**config.mk**
```make
export PLATFORM = sky130hd
export DESIGN_NAME = card_evt_irq_ctrl
export DESIGN_NICKNAME = d
export VERILOG_FILES = /design/src/rtl/card_evt_irq_pkg.sv /design/src/rtl/cei_status_bank.sv /design/src/rtl/cei_enable_reg.sv /design/src/rtl/cei_irq_map.sv /design/src/rtl/card_evt_irq_ctrl.sv
export SDC_FILE = /design/constraint.sdc
export NUM_CORES = 1
export LEC_CHECK = 0
export ABC_AREA = 1
export BUFFER_PORTS_ARGS = -buffer_cell sky130_fd_sc_hd__buf_2
export CORE_MARGIN = 1
export CORE_UTILIZATION = 36
export DETAILED_ROUTE_END_ITERATION = 10
export PLACE_DENSITY_LB_ADDON = 0.15
export SLEW_MARGIN = 20
export SYNTH_ARGS = -nofsm -noshare
export SYNTH_HDL_FRONTEND = slang
export SYNTH_SLANG_ARGS = --single-unit
```
**constraint.sdc**
```tcl
create_clock -name clk -period 0.8 [get_ports clk]
set_clock_uncertainty 0.05 [all_clocks]
set_input_delay 0.16 -clock clk [delete_from_list [all_inputs] [get_ports clk]]
set_output_delay 0.16 -clock clk [all_outputs]
set_load 0.005 [all_outputs]
```
**src/rtl/card_evt_irq_pkg.sv**
```systemverilog
package card_evt_irq_pkg;
  localparam int unsigned WORD_W = 32;
  localparam int unsigned CODE_W = 2;
  localparam int unsigned ERR_W  = 6;

  // positions that latch pulses
  localparam logic [WORD_W-1:0] STICKY_MASK = 32'hC300_782F;
  // positions mirrored from live inputs
  localparam logic [WORD_W-1:0] LEVEL_MASK  = 32'h3C00_01C0;
  // implemented enable positions
  localparam logic [WORD_W-1:0] EN_MASK     = 32'h0007_F01F;
  localparam logic [ERR_W-1:0]  ERR_MASK    = 6'h2F;

  localparam int unsigned CODE_LSB  = 9;
  localparam int unsigned WCRC_BIT  = 2;
  localparam int unsigned BUF_LSB   = 26;
  localparam int unsigned CLKON_BIT = 8;
  localparam int unsigned RDRDY_BIT = 7;
  localparam int unsigned WRRDY_BIT = 6;
  localparam int unsigned DAT0_EN   = 12;

  // enable -> status cross-map for the interrupt line
  localparam int unsigned NIRQ = 8;
  localparam int unsigned IRQ_EN_IDX [NIRQ] = '{0, 1, 2, 3, 4, 13, 14, 15};
  localparam int unsigned IRQ_ST_IDX [NIRQ] = '{11, 12, 13, 6, 7, 14, 30, 31};

  // enable -> status cross-map for the wake-up line
  localparam int unsigned NWAKE = 3;
  localparam int unsigned WAKE_EN_IDX [NWAKE] = '{16, 17, 18};
  localparam int unsigned WAKE_ST_IDX [NWAKE] = '{30, 31, 14};
endpackage

```
**src/rtl/cei_status_bank.sv**
```systemverilog
module cei_status_bank
  import card_evt_irq_pkg::*;
#(
  parameter int unsigned DATA_W = WORD_W
) (
  input  logic              clk,
  input  logic              rst_n,
  input  logic              clr_en,
  input  logic [DATA_W-1:0] clr_mask,
  input  logic [DATA_W-1:0] evt_set,
  input  logic [CODE_W-1:0] code_in,
  output logic [DATA_W-1:0] sticky_q,
  output logic [CODE_W-1:0] code_q
);

  for (genvar i = 0; i < DATA_W; i++) begin : g_bit
    if (STICKY_MASK[i]) begin : g_sticky
      logic upd;
      logic nxt;
      always_comb begin
        upd = evt_set[i] | (clr_en & clr_mask[i]);
        nxt = evt_set[i];
      end
      always_ff @(posedge clk or negedge rst_n) begin
        if (!rst_n)   sticky_q[i] <= 1'b0;
        else if (upd) sticky_q[i] <= nxt;
      end
    end else begin : g_plain
      assign sticky_q[i] = 1'b0;
    end
  end

  logic              code_upd;
  logic [CODE_W-1:0] code_nxt;
  always_comb begin
    code_upd = evt_set[WCRC_BIT] | (clr_en & clr_mask[WCRC_BIT]);
    code_nxt = evt_set[WCRC_BIT] ? code_in : '0;
  end
  always_ff @(posedge clk or negedge rst_n) begin
    if (!rst_n)        code_q <= '0;
    else if (code_upd) code_q <= code_nxt;
  end

  logic bits_unused;
  assign bits_unused = ^((evt_set | clr_mask) & ~STICKY_MASK[DATA_W-1:0]);
endmodule

```
**src/rtl/cei_enable_reg.sv**
```systemverilog
module cei_enable_reg
  import card_evt_irq_pkg::*;
#(
  parameter int unsigned DATA_W = WORD_W
) (
  input  logic              clk,
  input  logic              rst_n,
  input  logic              load,
  input  logic [DATA_W-1:0] din,
  output logic [DATA_W-1:0] en_q
);
  logic [DATA_W-1:0] en_d;
  always_comb en_d = din & EN_MASK[DATA_W-1:0];

  always_ff @(posedge clk or negedge rst_n) begin
    if (!rst_n)    en_q <= '0;
    else if (load) en_q <= en_d;
  end

  logic din_unused;
  assign din_unused = ^(din & ~EN_MASK[DATA_W-1:0]);
endmodule

```
**src/rtl/cei_irq_map.sv**
```systemverilog
module cei_irq_map
  import card_evt_irq_pkg::*;
#(
  parameter int unsigned DATA_W = WORD_W
) (
  input  logic              clk,
  input  logic              rst_n,
  input  logic [DATA_W-1:0] stat_view,
  input  logic [DATA_W-1:0] en_q,
  input  logic              dat0_level,
  output logic              irq_q,
  output logic              wake_q
);
  logic [NIRQ-1:0]  irq_hit;
  logic [NWAKE-1:0] wake_hit;

  for (genvar g = 0; g < NIRQ; g++) begin : g_irq
    assign irq_hit[g] = en_q[IRQ_EN_IDX[g]] & stat_view[IRQ_ST_IDX[g]];
  end
  for (genvar g = 0; g < NWAKE; g++) begin : g_wake
    assign wake_hit[g] = en_q[WAKE_EN_IDX[g]] & stat_view[WAKE_ST_IDX[g]];
  end

  logic irq_d;
  logic wake_d;
  always_comb begin
    irq_d  = (|irq_hit) | (en_q[DAT0_EN] & dat0_level);
    wake_d = |wake_hit;
  end

  always_ff @(posedge clk or negedge rst_n) begin
    if (!rst_n) begin
      irq_q  <= 1'b0;
      wake_q <= 1'b0;
    end else begin
      irq_q  <= irq_d;
      wake_q <= wake_d;
    end
  end

  logic view_unused;
  assign view_unused = ^{stat_view, en_q};
endmodule

```
**src/rtl/card_evt_irq_ctrl.sv**
```systemverilog
module card_evt_irq_ctrl
  import card_evt_irq_pkg::*;
#(
  parameter int unsigned DATA_W = WORD_W
) (
  input  logic              clk,
  input  logic              rst_n,
  input  logic              reg_wr,
  input  logic              reg_sel,
  input  logic [DATA_W-1:0] reg_wdata,
  output logic [DATA_W-1:0] reg_rdata,
  input  logic [DATA_W-1:0] evt_set,
  input  logic [CODE_W-1:0] wcrc_code,
  input  logic [3:0]        buf_flags,
  input  logic              bus_clk_on,
  input  logic              rd_ready,
  input  logic              wr_ready,
  input  logic              dat0_level,
  output logic              irq,
  output logic              wake,
  output logic [ERR_W-1:0]  err_flags,
  output logic              err_any
);
  logic [DATA_W-1:0] sticky_q;
  logic [CODE_W-1:0] code_q;
  logic [DATA_W-1:0] en_q;
  logic [DATA_W-1:0] level_vec;
  logic [DATA_W-1:0] stat_view;
  logic              stat_clr;
  logic              en_load;

  always_comb begin
    stat_clr = reg_wr & ~reg_sel;
    en_load  = reg_wr & reg_sel;
  end

  cei_status_bank #(.DATA_W(DATA_W)) u_status (
    .clk      (clk),
    .rst_n    (rst_n),
    .clr_en   (stat_clr),
    .clr_mask (reg_wdata),
    .evt_set  (evt_set),
    .code_in  (wcrc_code),
    .sticky_q (sticky_q),
    .code_q   (code_q)
  );

  cei_enable_reg #(.DATA_W(DATA_W)) u_enable (
    .clk   (clk),
    .rst_n (rst_n),
    .load  (en_load),
    .din   (reg_wdata),
    .en_q  (en_q)
  );

  always_comb begin
    level_vec = '0;
    level_vec[BUF_LSB +: 4]             = buf_flags;
    level_vec[CLKON_BIT]                = bus_clk_on;
    level_vec[RDRDY_BIT]                = rd_ready;
    level_vec[WRRDY_BIT]                = wr_ready;
    level_vec[CODE_LSB +: CODE_W]       = code_q;
    stat_view = sticky_q | level_vec;
  end

  cei_irq_map #(.DATA_W(DATA_W)) u_irq (
    .clk        (clk),
    .rst_n      (rst_n),
    .stat_view  (stat_view),
    .en_q       (en_q),
    .dat0_level (dat0_level),
    .irq_q      (irq),
    .wake_q     (wake)
  );

  always_comb begin
    reg_rdata = reg_sel ? en_q : stat_view;
    err_flags = stat_view[ERR_W-1:0] & ERR_MASK;
    err_any   = |err_flags;
  end
endmodule

```
==> Flow_metrics.wiki <==
{| class="wikitable"
! Metric !! Value
|-
| Number of nets in the final layout || roughly 400
|-
| Critical path arrival || approximately 1100 ps
|-
| Sequential area share after synthesis || between 40% and 50%
|-
| Post-synthesis cell type count || 17
|-
| Effective utilization at floorplan || between 30% and 40%
|-
| Type of the worst setup path || flip-flop to output pin
|-
| Io pins || approximately 120
|-
| Fill cell instance count of the final layout || ~400
|-
| Critical R2R Capture || u_irq.irq_q$_DFF_PN0_
|-
| Synthesized area per cell || around 7.7 µm²
|-
| Routed WL || 4.28 mm
|-
| Global-route usage over all layers || around a fifth
|-
| Worst hold slack || about 9.4 ps
|-
| Number of max-cap violations || 0
|-
| Area occupied by multi-input gates || ~700 µm²
|-
| Overall power || between 0.003 and 0.004 W
|-
| 1st-iter DRT viols || 63
|-
| Die Span X || slightly below 70 µm
|-
| Share of post-route cells with drive strength above 1 || between 50% and 60%
|-
| VDD IR-drop max || around 1200 µV
|-
| Flop2flop setup slack || -150 ps
|-
| Worst-path fanout max || 2
|-
| Critical path data required time || approximately 590 ps
|-
| Global route total overflow || 0
|-
| Area taken by flip-flops and latches || 726 µm²
|-
| Die area || 4680 µm²
|-
| Wire length per cell || roughly 12 µm
|-
| Finished Cell Area || between 2000 and 3000 µm²
|-
| Final clock period utilization by the worst path || 159%
|-
| Area after detailed placement || 2040 µm²
|-
| Type of destination of the critical path || output pin
|-
| Kind of launch point of the worst setup path || flip-flop
|-
| Ys Warns || 0
|-
| Final worst path period need || 1270 ps
|-
| Setup total negative slack || -9020 ps
|-
| Post-CTS clock slew at the launch and capture registers of the worst setup and hold paths || about 60 ps
|-
| First-pass GRT wire length || 6.20 mm
|-
| Worst reg-to-reg path cell count || 5
|-
| Die boundary height || roughly 70 µm
|-
| Max Slew Vio Count || 0
|-
| Power per standard cell area || roughly 1600 nW/µm²
|-
| Count of final setup violators || 42
|-
| Netlist area before placement || approximately 1600 µm²
|-
| Hold violation count in the final report || 0
|-
| Result of the run || finished with violations
|-
| ANT cells || 0
|-
| Unrepaired setup endpoints after global routing || yes
|-
| Clock root buffer master || clkbuf_8
|-
| Hpwl dp || slightly below 3 mm
|-
| CTS sink cnt || 29
|-
| Clk_lat worst skew || roughly 270 ps
|-
| Fin worst setup slack || -469 ps
|-
| Core Rows || 23
|-
| Pleak || 1.47 nW
|-
| Detailed Routing Iterations Pass 1 || 4
|-
| Yosys reg bits || 29
|-
| Critical path capture point || err_any
|-
| Hold Path Class || input port to flip-flop
|-
| Reg-to-Reg Start || u_status.sticky_q[13]$_DFFE_PN0P_
|-
| Via count || 1607
|-
| Std-Cell Core Area || just over 4000 µm²
|-
| Bufs on Longest Clock Path || 2
|-
| Input/output buffers || between 70 and 80
|-
| Final estimated routing congestion in global placement || 0.763
|-
| Violated checks || setup timing
|-
| Achievable clock frequency || around 790 MHz
|-
| Ratio of routed vias to standard cells || approximately 4.4
|-
| Max H-tree Level || 2
|-
| Pin count of the biggest net entering global routing || 23
|-
| Antenna-violating nets left || 0
|-
| Origin of the worst setup path || u_status.sticky_q[2]$_DFFE_PN0P_
|-
| Growth of design area from synthesis to finish || 59.9%
|-
| Vias in the first global route || approximately 1.4k
|-
| Antenna violations before repair || 0
|-
| Number of standard cells after synthesis || slightly above 200
|-
| Final core area utilization || just over 60%
|-
| Number of buffers inserted during clock tree synthesis || 5
|-
| TritonCTS clock tree || built
|-
| DRC viols || 0
|}
[cells in the mapped netlist]
cell type | instances | area, µm²
nand2_4 | 1 | 11.3
buf_6 | 6 | 67.6
o21bai_1 | 6 | 45.0
nor3_1 | 1 | 5.00
nand2_1 | 54 | 203
o21ai_0 | 8 | 40.0
inv_1 | 33 | 124
dfrtp_1 | 29 | 726
inv_4 | 1 | 6.26
buf_4 | 11 | 82.6
nand2_2 | 1 | 6.26
buf_2 | 2 | 10.0
nand3_1 | 18 | 90.1
o21ai_2 | 4 | 35.0
conb_1 | 1 | 3.75
a21o_1 | 6 | 45.0
nor2_1 | 23 | 86.3
[critical path, cell delays in order, from the launching register on]
cell     delay (ps)
dfrtp_1         400
nor3_2          180
nand3_1          80
buf_2           130
[metal layers]
| layer | wire [µm] | part of all wire, % | up-vias | global-route usage (%) |
|---|---|---|---|---|
| met5 | 0 | 0 | - | 0 |
| met2 | 2150 | 50 | 51 | 30.8 |
| met1 | 1890 | 44 | 731 | 23.1 |
| met3 | 201 | 4.7 | 4 | 4.50 |
| li1 | - | - | 821 | - |
| met4 | 37 | 0.86 | 0 | 7.81 |
[repair_timing]
item / 4_1_cts / 5_1_grt
endpoints found under the hold margin: 29 / 0
endpoints found under the setup margin: 38 / 54
cloned: 2 / 0
hold buffers: 1 / 0
resized for setup: 32 / 43
buffers inserted: 17 / 7
pin swaps: 23 / 11
[worst min path at each step]
| stage | startpoint | endpoint | slack, ps | cells past startpoint |
|---|---|---|---|---|
| after detailed placement | rst_n | u_enable.en_q[14]$_DFFE_PN0P_ | -30 | 1 |
| after CTS | evt_set[5] | u_status.sticky_q[5]$_DFFE_PN0P_ | 3 | 2 |
| after global placement | rst_n | u_enable.en_q[14]$_DFFE_PN0P_ | -30 | 1 |
| after floorplan | rst_n | u_enable.en_q[0]$_DFFE_PN0P_ | -190 | 0 |
| after global routing | evt_set[25] | u_status.sticky_q[25]$_DFFE_PN0P_ | 10 | 2 |
| final | evt_set[5] | u_status.sticky_q[5]$_DFFE_PN0P_ | 9 | 2 |
[per-stage QoR]
| stage | cells | setup slack, ps |
|---|---|---|
| 5_1_grt | 363 | -528 |
| 6_report | 363 | -469 |
| 3_3_place_gp | 333 | -233 |
| 4_1_cts | 360 | -477 |
| 3_5_place_dp | 333 | -234 |
| 2_1_floorplan | 210 | -50.8 |
[final cells by class]
type / count / area share [%]
Clock buffer: 7 / 3.40
Inverter: 34 / 5.13
Multi-Input combinational cell: 128 / 27.7
Sequential cell: 29 / 28.6
Tap cell: 50 / 2.47
Timing Repair Buffer: 115 / 32.7
[cells in the final DEF (no fill, tap or decap), drive strengths merged]
master	synthesis	final
buf	19	114
nand2	56	56
inv	34	34
dfrtp	29	29
nor2	23	23
nand3	18	18
o21ai	12	12
clkbuf	0	7
a21o	6	6
o21bai	6	6
conb	1	6
nor3	1	1
dlygate4sd3	0	1
[registers in the layout (all words and copies together), names as in the netlist]
register and count:
u_status.code_q 2, u_irq.irq_q 1, u_status.sticky_q 13, u_irq.wake_q 1, u_enable.en_q 12
[where the power goes]
part / switching, W / internal (W) / total (W) / leakage, nW
clock network: 0.000519 / 0.000681 / 0.00120 / 0.0443
registers: 0.0000966 / 0.00160 / 0.00170 / 0.316
logic: 0.000487 / 0.000574 / 0.00106 / 1.11
total: 0.00110 / 0.00285 / 0.00396 / 1.47
[logic make-up (layout without fill, tap and decap cells)]
family          count (synthesis)  after routing  share of synthesized area, %
compound gates                 24             24                          10.4
buf+inv                        53            156                          18.3
flops                          29             29                          45.7
other cells                     1              6                         0.236
simple gates                   98             98                          25.3
(Power assumes the default switching activity.)
